$ cat config.mk
export PLATFORM = sky130hd
export DESIGN_NAME = adc_seq_ctrl
export DESIGN_NICKNAME = d
export VERILOG_FILES = /design/src/rtl/adc_seq_pkg.sv /design/src/rtl/adc_clkdiv.sv /design/src/rtl/adc_samp_timer.sv /design/src/rtl/adc_chan_step.sv /design/src/rtl/adc_seq_ctrl.sv
export SDC_FILE = /design/constraint.sdc
export NUM_CORES = 1
export LEC_CHECK = 0
export ABC_AREA = 0
export BUFFER_PORTS_ARGS = -buffer_cell sky130_fd_sc_hd__buf_2
export CAP_MARGIN = 0
export CELL_PAD_IN_SITES_DETAIL_PLACEMENT = 0
export CELL_PAD_IN_SITES_GLOBAL_PLACEMENT = 1
export CORE_MARGIN = 2
export CORE_UTILIZATION = 49
export DETAILED_ROUTE_END_ITERATION = 16
export GPL_ROUTABILITY_DRIVEN = 0
export MAX_ROUTING_LAYER = met4
export PLACE_DENSITY_LB_ADDON = 0.15
export SLEW_MARGIN = 20
export SYNTH_ARGS = -nofsm -noshare
export SYNTH_HDL_FRONTEND = slang
export SYNTH_HIERARCHICAL = 1
export SYNTH_SLANG_ARGS = --single-unit
$ cat constraint.sdc
create_clock -name clk -period 9.8 [get_ports clk]
set_clock_uncertainty 0.2 [all_clocks]
set_input_delay 0 -clock clk [delete_from_list [all_inputs] [get_ports clk]]
set_output_delay 0 -clock clk [all_outputs]
set_load 0.02 [all_outputs]
$ cat src/rtl/adc_seq_pkg.sv
package adc_seq_pkg;

  localparam int SMP_W  = 3;
  localparam int TICK_W = 5;

  typedef enum logic [1:0] {
    ST_IDLE    = 2'd0,
    ST_ARMED   = 2'd1,
    ST_SAMPLE  = 2'd2,
    ST_CONVERT = 2'd3
  } seq_state_e;

  // Conversion-clock ticks in one sampling phase for each code.
  function automatic logic [TICK_W-1:0] smp_ticks(input logic [SMP_W-1:0] code);
    logic [TICK_W-1:0] n;
    case (code)
      3'd0:    n = 5'd4;
      3'd1:    n = 5'd6;
      3'd2:    n = 5'd8;
      3'd3:    n = 5'd10;
      3'd4:    n = 5'd12;
      3'd5:    n = 5'd16;
      3'd6:    n = 5'd20;
      default: n = 5'd24;
    endcase
    return n;
  endfunction

endpackage

$ cat src/rtl/adc_clkdiv.sv
module adc_clkdiv #(
  parameter int PRS_W = 5
) (
  input  logic             clk,
  input  logic             rst_n,
  input  logic             restart,
  input  logic [PRS_W-1:0] prs,
  output logic             tick
);
  localparam int CW = PRS_W + 1;

  logic [CW-1:0] cnt;
  logic [CW-1:0] last_cnt;

  // Period of 2*(prs+1) bus cycles: counter runs 0 .. 2*prs+1.
  assign last_cnt = {prs, 1'b1};
  assign tick     = !restart && (cnt == last_cnt);

  always_ff @(posedge clk or negedge rst_n) begin
    if (!rst_n)
      cnt <= '0;
    else if (restart || cnt == last_cnt)
      cnt <= '0;
    else
      cnt <= cnt + 1'b1;
  end

  AST_DIV_BOUND: assert property (@(posedge clk) disable iff (!rst_n)
    cnt <= last_cnt);

endmodule

$ cat src/rtl/adc_samp_timer.sv
module adc_samp_timer
  import adc_seq_pkg::*;
(
  input  logic             clk,
  input  logic             rst_n,
  input  logic             restart,
  input  logic             run,
  input  logic             tick,
  input  logic [SMP_W-1:0] code,
  output logic             samp_end
);
  logic [TICK_W-1:0] tcnt;
  logic [TICK_W-1:0] need;

  assign need     = smp_ticks(code);
  assign samp_end = run && tick && (tcnt == need - 5'd1);

  always_ff @(posedge clk or negedge rst_n) begin
    if (!rst_n)
      tcnt <= '0;
    else if (restart)
      tcnt <= '0;
    else if (run && tick)
      tcnt <= tcnt + 1'b1;
  end

  AST_TICK_BOUND: assert property (@(posedge clk) disable iff (!rst_n)
    run |-> (tcnt < need));

endmodule

$ cat src/rtl/adc_chan_step.sv
module adc_chan_step #(
  parameter int CH_W  = 4,
  parameter int LEN_W = 3
) (
  input  logic             clk,
  input  logic             rst_n,
  input  logic             load,
  input  logic [CH_W-1:0]  base,
  input  logic             step,
  input  logic             multi,
  input  logic [LEN_W-1:0] len,
  output logic [CH_W-1:0]  chan,
  output logic             last
);
  logic [LEN_W-1:0] done_cnt;

  assign last = (done_cnt == len);

  always_ff @(posedge clk or negedge rst_n) begin
    if (!rst_n) begin
      chan     <= '0;
      done_cnt <= '0;
    end else if (load) begin
      chan     <= base;
      done_cnt <= '0;
    end else if (step) begin
      done_cnt <= done_cnt + 1'b1;
      if (multi)
        chan <= chan + 1'b1;
    end
  end

  AST_CHAN_STEP: assert property (@(posedge clk) disable iff (!rst_n)
    (step && multi && !load) |=> chan == CH_W'($past(chan) + 1'b1));

  AST_CHAN_HOLD: assert property (@(posedge clk) disable iff (!rst_n)
    (step && !multi && !load) |=> $stable(chan));

endmodule

$ cat src/rtl/adc_seq_ctrl.sv
module adc_seq_ctrl
  import adc_seq_pkg::*;
#(
  parameter int PRS_W   = 5,
  parameter int CH_W    = 4,
  parameter int LEN_W   = 3,
  parameter int RST_PRS = 5,
  parameter int RST_SMP = 0
) (
  input  logic             clk,
  input  logic             rst_n,
  input  logic             cfg_we,
  input  logic [PRS_W-1:0] cfg_prs,
  input  logic [SMP_W-1:0] cfg_smp,
  input  logic             go_we,
  input  logic             go_scan,
  input  logic             go_multi,
  input  logic             go_ext,
  input  logic [CH_W-1:0]  go_chan,
  input  logic [LEN_W-1:0] go_len,
  input  logic             ext_trig,
  input  logic             cnv_done,
  output logic             smp_act,
  output logic             cnv_act,
  output logic [CH_W-1:0]  chan_idx,
  output logic             seq_done
);
  localparam logic [PRS_W-1:0] PRS_INIT = PRS_W'(RST_PRS);
  localparam logic [SMP_W-1:0] SMP_INIT = SMP_W'(RST_SMP);

  seq_state_e       state, nxt_state;
  logic             scan_r, multi_r, ext_r;
  logic [CH_W-1:0]  base_r;
  logic [LEN_W-1:0] len_r;
  logic [PRS_W-1:0] prs_reg, prs_lat, prs_eff;
  logic [SMP_W-1:0] smp_reg, smp_lat, smp_eff;
  logic             trig_q, done_q;

  // Named internal events
  logic             trig_evt;
  logic             new_seq;
  logic             next_conv;
  logic             seq_end;
  logic             phase_restart;
  logic             conv_step;
  logic             samp_end;
  logic             div_tick;
  logic             last_conv;
  logic             chan_load;
  logic [CH_W-1:0]  chan_base;
  logic [CH_W-1:0]  chan_cur;

  assign trig_evt      = ext_trig && !trig_q;
  assign prs_eff       = cfg_we ? cfg_prs : prs_reg;
  assign smp_eff       = cfg_we ? cfg_smp : smp_reg;
  assign phase_restart = new_seq || next_conv;
  assign chan_load     = new_seq || go_we;
  assign chan_base     = go_we ? go_chan : base_r;
  assign conv_step     = next_conv && !go_we;

  always_comb begin
    nxt_state = state;
    new_seq   = 1'b0;
    next_conv = 1'b0;
    seq_end   = 1'b0;
    if (go_we) begin
      if (go_ext) begin
        nxt_state = ST_ARMED;
      end else begin
        nxt_state = ST_SAMPLE;
        new_seq   = 1'b1;
      end
    end else begin
      case (state)
        ST_ARMED: begin
          if (trig_evt) begin
            nxt_state = ST_SAMPLE;
            new_seq   = 1'b1;
          end
        end
        ST_SAMPLE: begin
          if (samp_end) nxt_state = ST_CONVERT;
        end
        ST_CONVERT: begin
          if (cnv_done) begin
            if (!last_conv) begin
              nxt_state = ST_SAMPLE;
              next_conv = 1'b1;
            end else begin
              seq_end = 1'b1;
              if (ext_r) begin
                nxt_state = ST_ARMED;
              end else if (scan_r) begin
                nxt_state = ST_SAMPLE;
                new_seq   = 1'b1;
              end else begin
                nxt_state = ST_IDLE;
              end
            end
          end
        end
        default: nxt_state = state;
      endcase
    end
  end

  always_ff @(posedge clk or negedge rst_n) begin
    if (!rst_n) begin
      state   <= ST_IDLE;
      scan_r  <= 1'b0;
      multi_r <= 1'b0;
      ext_r   <= 1'b0;
      base_r  <= '0;
      len_r   <= '0;
      prs_reg <= PRS_INIT;
      smp_reg <= SMP_INIT;
      prs_lat <= PRS_INIT;
      smp_lat <= SMP_INIT;
      trig_q  <= 1'b0;
      done_q  <= 1'b0;
    end else begin
      state  <= nxt_state;
      trig_q <= ext_trig;
      done_q <= seq_end;
      if (cfg_we) begin
        prs_reg <= cfg_prs;
        smp_reg <= cfg_smp;
      end
      if (go_we) begin
        scan_r  <= go_scan;
        multi_r <= go_multi;
        ext_r   <= go_ext;
        base_r  <= go_chan;
        len_r   <= go_len;
      end
      if (new_seq) begin
        prs_lat <= prs_eff;
        smp_lat <= smp_eff;
      end
    end
  end

  adc_clkdiv #(.PRS_W(PRS_W)) u_div (
    .clk     (clk),
    .rst_n   (rst_n),
    .restart (phase_restart),
    .prs     (prs_lat),
    .tick    (div_tick)
  );

  adc_samp_timer u_tmr (
    .clk      (clk),
    .rst_n    (rst_n),
    .restart  (phase_restart),
    .run      (state == ST_SAMPLE),
    .tick     (div_tick),
    .code     (smp_lat),
    .samp_end (samp_end)
  );

  adc_chan_step #(.CH_W(CH_W), .LEN_W(LEN_W)) u_chan (
    .clk   (clk),
    .rst_n (rst_n),
    .load  (chan_load),
    .base  (chan_base),
    .step  (conv_step),
    .multi (multi_r),
    .len   (len_r),
    .chan  (chan_cur),
    .last  (last_conv)
  );

  assign smp_act  = (state == ST_SAMPLE);
  assign cnv_act  = (state == ST_CONVERT);
  assign chan_idx = chan_cur;
  assign seq_done = done_q;

  AST_GO_RESTART: assert property (@(posedge clk) disable iff (!rst_n)
    (go_we && !go_ext) |=> (smp_act && chan_idx == $past(go_chan)));

  AST_GO_NO_DONE: assert property (@(posedge clk) disable iff (!rst_n)
    go_we |=> !seq_done);

  AST_ARM_QUIET: assert property (@(posedge clk) disable iff (!rst_n)
    (go_we && go_ext) |=> (!smp_act && !cnv_act));

  AST_IDLE_STAYS: assert property (@(posedge clk) disable iff (!rst_n)
    (state == ST_IDLE && !go_we) |=> state == ST_IDLE);

  AST_SCAN_AGAIN: assert property (@(posedge clk) disable iff (!rst_n)
    (seq_end && scan_r && !ext_r) |=> (smp_act && chan_idx == base_r));

  AST_DONE_PULSE: assert property (@(posedge clk) disable iff (!rst_n)
    seq_done |=> !seq_done);

  AST_LATCH_HOLD: assert property (@(posedge clk) disable iff (!rst_n)
    ((smp_act || cnv_act) && !new_seq) |=> ($stable(prs_lat) && $stable(smp_lat)));

  AST_CNV_HOLD: assert property (@(posedge clk) disable iff (!rst_n)
    (cnv_act && !cnv_done && !go_we) |=> cnv_act);

endmodule

## Word level (Yosys, flattened, before mapping)

Cells that the tools add are included.

| operators by class | value |
|---|---|
| reduce and logical (&&, ||, !) cells | 18 |
| equal/unequal tests | 15 |
| muxes and demuxes | 37 |
| add/subtract/negate cells | 5 |

Operators by type and width:

| operator | count |
|---|---|
| $pmux 5 s7 | 1 |
| $mux 2 | 8 |
| $mux 4 | 4 |
| $mux 1 | 15 |
| $mux 5 | 3 |
| $eq 3x3->1 const B | 3 |
| $mux 3 | 3 |
| $ne 3x3->1 const B | 3 |
| $add 6x1->6 const B | 1 |
| $eq 3x2->1 const B | 2 |
| $eq 6x6->1 | 1 |
| $mux 6 | 1 |
| $pmux 2 s3 | 1 |
| $reduce_bool 2->1 | 3 |
| $add 5x1->5 const B | 1 |
| $eq 5x5->1 | 1 |
| $logic_and 1x1->1 | 5 |
| $sub 5x1->5 const B | 1 |
| $add 4x1->4 const B | 1 |
| $eq 2x2->1 const B | 2 |
| $reduce_and 4->1 | 1 |
| $reduce_bool 4->1 | 1 |
| $add 3x1->3 const B | 1 |
| $eq 3x1->1 const B | 1 |
| other kinds (7) | 11 |

| storage, ports and cells | value |
|---|---|
| bits of input ports | 24 |
| word-level logic and storage cells | 91 |
| output and inout bits | 7 |
| register bits | 48 |

## Longest topological paths before layout

| depth | value |
|---|---|
| word-level depth | 14 |
| gate-level depth with buffers | 11 |
| gate-level depth less buffers | 11 |

## Modules after synthesis

Netlist, hierarchy kept.

Modules (own cells, without submodules):

| module | area an instance (µm²) | times used | cells each | seq. area each (µm²) |
|---|---|---|---|---|
| adc_seq_ctrl | 1,287.5 | 1 | 88 | 755.7 |
| adc_chan_step | 372.9 | 1 | 38 | 175.2 |
| adc_clkdiv | 352.8 | 1 | 33 | 150.1 |
| adc_samp_timer | 344.1 | 1 | 35 | 125.1 |

## Least setup slack after synthesis

OpenSTA, ideal clock, no wires.

| timing path | value |
|---|---|
| path type | register -> register |
| start point | register u_chan.done_cnt[0] |
| end point | register state[1] |
| buffers on the path | 0 |
| setup slack | 6.605 ns |
| setup time | 0.135 ns |
| required time | 9.465 ns |
| cell stages (with the launch flop) | 11 |
| clock period less this slack | 3.195 ns |
| arrival | 2.860 ns |
| cell sequence | dfrtp_1 xor2_1 nor3_1 nor4b_1 a311o_1 and3b_1 nand4_1 nor4_2 mux2i_1 a2111oi_0 o31ai_1 |

| on the way | value |
|---|---|
| word-level cells in the longest chain between the ends | 12 |
| elaborated cells between the ends (all ways) | 20 |
| classes of those cells | eq/ne: 2; mux: 12; reduce/logical: 6 |

RTL lines:

| item | RTL line | RTL |
|---|---|---|
| start, declared | adc_chan_step.sv:15 | `logic [LEN_W-1:0] done_cnt;` |
| start signal, assigned | adc_chan_step.sv:27 | `done_cnt <= done_cnt + 1'b1;` |
| $eq 3x3->1 * | adc_chan_step.sv:17 | `assign last = (done_cnt == len);` |
| net last_conv | adc_seq_ctrl.sv:48 | `logic last_conv;` |
| $mux 1 | adc_seq_ctrl.sv:86 | `if (!last_conv) begin` |
| $mux 1 | adc_seq_ctrl.sv:85 | `if (cnv_done) begin` |
| $pmux 1 s2 or $mux 1 (tied branches) | adc_seq_ctrl.sv:74 | `case (state)` |
| $mux 1 | adc_seq_ctrl.sv:66 | `if (go_we) begin` |
| $logic_or 1x1->1 * | adc_seq_ctrl.sv:56 | `assign phase_restart = new_seq \|\| next_conv;` |
| net phase_restart | adc_seq_ctrl.sv:44 | `logic phase_restart;` |
| $logic_not 1->1 * | adc_clkdiv.sv:17 | `assign tick = !restart && (cnt == last_cnt);` |
| $logic_and 1x1->1 * | adc_clkdiv.sv:17 |  |
| net div_tick | adc_seq_ctrl.sv:47 | `logic div_tick;` |
| $logic_and 1x1->1 * (2 in series) | adc_samp_timer.sv:16 | `assign samp_end = run && tick && (tcnt == need - 5'd1);` |
| net samp_end | adc_seq_ctrl.sv:46 | `logic samp_end;` |
| $ne 3x3->1 (no source line) * | -- |  |
| $reduce_and 4->1 (no source line) * | -- |  |
| end signal, assigned | adc_seq_ctrl.sv:122 | `state <= nxt_state;` |
| end, declared | adc_seq_ctrl.sv:31 | `seq_state_e state, nxt_state;` |

Mark *: on every way through the listed nets, which the timed path passes. The rest lies on a longest branch. The select of a mux whose other input is x is not followed.
A chain may end at the register's enable or synchronous reset.

## Worst setup path after layout

Same ends and word-level chain as after synthesis.

==> results.json <==
{
  "clock.fmax_mhz": 272,
  "final.setup.tns_ns": 0,
  "placed_area_um2": 2530,
  "period_share": 0.375,
  "average_wire_length_per_cell_after_detail_routing_um": 14.3,
  "timing.hold.worst.class": "in2reg",
  "synth_top_area_share": 0.467,
  "number_of_warnings_reported_in_the_yosys_synthesis_log": 6,
  "setup_slack_ns": 6.12,
  "vias_in_the_first_global_route": 1773,
  "tritoncts": "built",
  "status": "completed",
  "finalSetupViolCount": 0,
  "synth-simple-area-share": 0.120,
  "postCtsSetupBuffers": 0,
  "dr_total_vias": 1652,
  "detail_route.first_pass.iterations": 4,
  "synth_cell_types": 40,
  "clock_tree.root_cell": "sky130_fd_sc_hd__clkbuf_8",
  "synthToLayoutAreaGrowth_pct": 25.2,
  "arithmetic_cell_share_of_the_synthesized_area_counting_full_adders_half_adders_and_majority_gates": 0.0265,
  "floorplan.initialDensity": 0.502,
  "pin_count": 31,
  "postSynthCellCount": 194,
  "layout.cells.non_filler": 310,
  "routed_wl_um": 4440,
  "tightest_slew_ns": 0.672,
  "hold-path-cell-count": 2,
  "grt_antenna_before_repair": 0,
  "cp.arrival_ns": 3.65,
  "clk-insertion-delay-late_ns": 0.30,
  "layout-drive-gt1-share": 0.285,
  "registers.top_by_ff_count": "u_div/cnt",
  "floorplan.rows": 25,
  "report.final.slew_viol_count": 0,
  "postSynthRegisterBits": 48,
  "max-slew-margin-rel": 0.551,
  "synth.net_count": 223,
  "syn_area_um2": 2360,
  "synth_compound_gate_area_share": 0.0902,
  "finalCriticalPeriod_ns": 3.68,
  "clock_tree.buffer_depth": 2,
  "floorplan.die_area_um2": 5380,
  "number_of_flops_mapped_to_enable_cells_by_yosys": 0,
  "portBuffers": 30,
  "rsz0062_at_grt": "false",
  "async_reset_ff_frac": 1.00,
  "worst_ir_drop_vdd_uv": 84.7,
  "startpoint_type": "flop",
  "die_height_um": 73.4,
  "finalCoreUtilization": 0.629,
  "synth-seq-area-share": 0.512,
  "top_cells_by_area_in_the_synthesized_netlist": "sky130_fd_sc_hd__dfrtp_1 47%, sky130_fd_sc_hd__mux2_2 12%, sky130_fd_sc_hd__xor2_1 5.2%",
  "grt_start_max_net_pins": 49,
  "dominantRegCellSynth": "sky130_fd_sc_hd__dfrtp_1",
  "cap_violations": 0,
  "final_net_count": 284,
  "r2r.worst_path.cells": 10,
  "synth.mux.area_fraction": 0.137,
  "place_ws_ns": 6.17,
  "final_area_um2": 2950,
  "synth-xor-area-share": 0.0876,
  "vias_per_cell": 5.33,
  "fin_total_pwr_uw": 512,
  "finalHoldWorstSlack_ns": 0.0120,
  "cts.sinks": 48,
  "timing.critical_path.required_ns": 9.77,
  "cts_inserted_buffers": 5,
  "cts.reportedPaths.clkPinSlew_ns": 0.08,
  "grt_pass1_wl_um": 7620,
  "combinational_family_with_the_most_area_after_synthesis": "multiplexers",
  "postRouteAntennaNets": 0,
  "floorplan.die.width_um": 73.4,
  "route.detailed.drc": 0,
  "power_per_standard_cell_area_nw_per_um2": 174,
  "initialDrtViolationCount": 50,
  "n_antenna_cell": 0,
  "largest_register_ff_count": 6,
  "synthDominantAreaCellType": "sky130_fd_sc_hd__dfrtp_1",
  "end_kind": "flop",
  "hold_viol": 0,
  "coreArea_um2": 4690,
  "total_routing_usage_reported_by_global_routing": 0.192,
  "place.detailed.instances": 272,
  "critical_path_peak_fanout": 12,
  "path_class": "reg2reg",
  "grt.overflow.total": 0,
  "final_hpwl_from_detailed_placement_um": 3020,
  "power.leakage_nw": 1.31,
  "synth.avg_cell_area_um2": 12.2,
  "htree_num_levels": 2
}
[cells in the final DEF (no fill, tap or decap), types with 2 or more instances in the layout]
cell / count
sky130_fd_sc_hd__a311o_1: 2
sky130_fd_sc_hd__dlygate4sd3_1: 30
sky130_fd_sc_hd__nand3_1: 7
sky130_fd_sc_hd__nor3_1: 2
sky130_fd_sc_hd__clkbuf_8: 5
sky130_fd_sc_hd__o31ai_1: 2
sky130_fd_sc_hd__xnor2_1: 7
sky130_fd_sc_hd__dfstp_2: 4
sky130_fd_sc_hd__mux2i_1: 3
sky130_fd_sc_hd__nor2_1: 10
sky130_fd_sc_hd__buf_2: 29
sky130_fd_sc_hd__dfrtp_1: 44
sky130_fd_sc_hd__xor2_1: 14
sky130_fd_sc_hd__a21oi_1: 6
sky130_fd_sc_hd__inv_1: 6
sky130_fd_sc_hd__nand2b_1: 4
sky130_fd_sc_hd__ha_1: 5
sky130_fd_sc_hd__a31oi_1: 3
sky130_fd_sc_hd__mux2_2: 25
sky130_fd_sc_hd__o21ai_0: 7
sky130_fd_sc_hd__and3_1: 2
sky130_fd_sc_hd__a2111oi_0: 2
sky130_fd_sc_hd__a211oi_1: 3
sky130_fd_sc_hd__or3_1: 3
sky130_fd_sc_hd__nand2_1: 12
[path summary, 6_finish.rpt]
path / start / endpoint / slack (ns)
worst max-delay path: u_chan/done_cnt[0]$_DFFE_PN0P_ / state[1]$_DFFE_PN0P_ / 6.12
worst min-delay path: go_we / ext_r$_DFFE_PN0P_ / 0.01
worst max register to register: u_chan/done_cnt[0]$_DFFE_PN0P_ / state[1]$_DFFE_PN0P_ / 6.12
worst min register to register: base_r[1]$_DFF_PN0_ / base_r[1]$_DFF_PN0_ / 0.31
max in group asynchronous: rst_n / prs_reg[0]$_DFF_PN1_ / 8.96
min in group asynchronous: rst_n / len_r[2]$_DFFE_PN0P_ / 0.05
[Yosys cell counts (4+ instances only)]
library cell and number:
sky130_fd_sc_hd__dfrtp_1 44, sky130_fd_sc_hd__mux2_2 25, sky130_fd_sc_hd__xor2_1 14, sky130_fd_sc_hd__nand2_1 12, sky130_fd_sc_hd__nor2_1 10, sky130_fd_sc_hd__nand3_1 7
sky130_fd_sc_hd__o21ai_0 7, sky130_fd_sc_hd__xnor2_1 7, sky130_fd_sc_hd__a21oi_1 6, sky130_fd_sc_hd__inv_1 6, sky130_fd_sc_hd__ha_1 5, sky130_fd_sc_hd__dfstp_2 4
sky130_fd_sc_hd__nand2b_1 4
[kinds of logic after synthesis]
logic type,Yosys count
xor+xnor,22
compound gates,28
simple gates,50
mux,29
flops,48
buf+inv,12
fa+ha+maj,5
[per-layer routing]
metal | GRT usage | wire length (um) | part of all wire
met5 | - | 0 | 0
met3 | 0.0494 | 156 | 0.035
met4 | 0.0727 | 70 | 0.016
met1 | 0.211 | 1920 | 0.43
met2 | 0.334 | 2290 | 0.52
[power breakdown]
part           switching, mW  leakage (nW)  internal [mW]
clock                 0.0626        0.0552         0.0757
sequential            0.0270         0.589          0.227
combinational         0.0536         0.663         0.0659
[critical path: stages, from the launching register on]
cell,delay (ns)
sky130_fd_sc_hd__dfrtp_1,0.42
sky130_fd_sc_hd__xor2_1,0.17
sky130_fd_sc_hd__nor3_1,0.57
sky130_fd_sc_hd__nor4b_2,0.22
sky130_fd_sc_hd__a311o_1,0.47
sky130_fd_sc_hd__and3b_1,0.33
sky130_fd_sc_hd__nand4_1,0.13
sky130_fd_sc_hd__nor4_2,0.33
sky130_fd_sc_hd__mux2i_1,0.15
sky130_fd_sc_hd__a2111oi_0,0.42
sky130_fd_sc_hd__o31ai_1,0.13
[timing repair]
item,CTS,global route
resized for setup,0,0
hold buffers,30,0
endpoints found under the hold margin,78,0
[cell type report]
| class | count | area [um2] |
|---|---|---|
| fill | 370 | 1740 |
| timing repair buffer | 60 | 453 |
| sequential | 48 | 1210 |
| clock inverter | 2 | 35.0 |
| multi-input combinational | 134 | 1090 |
| clock buffer | 6 | 72.6 |
| inverter | 6 | 22.5 |
| tap | 54 | 67.6 |
Power figures use the tool's default switching activity.
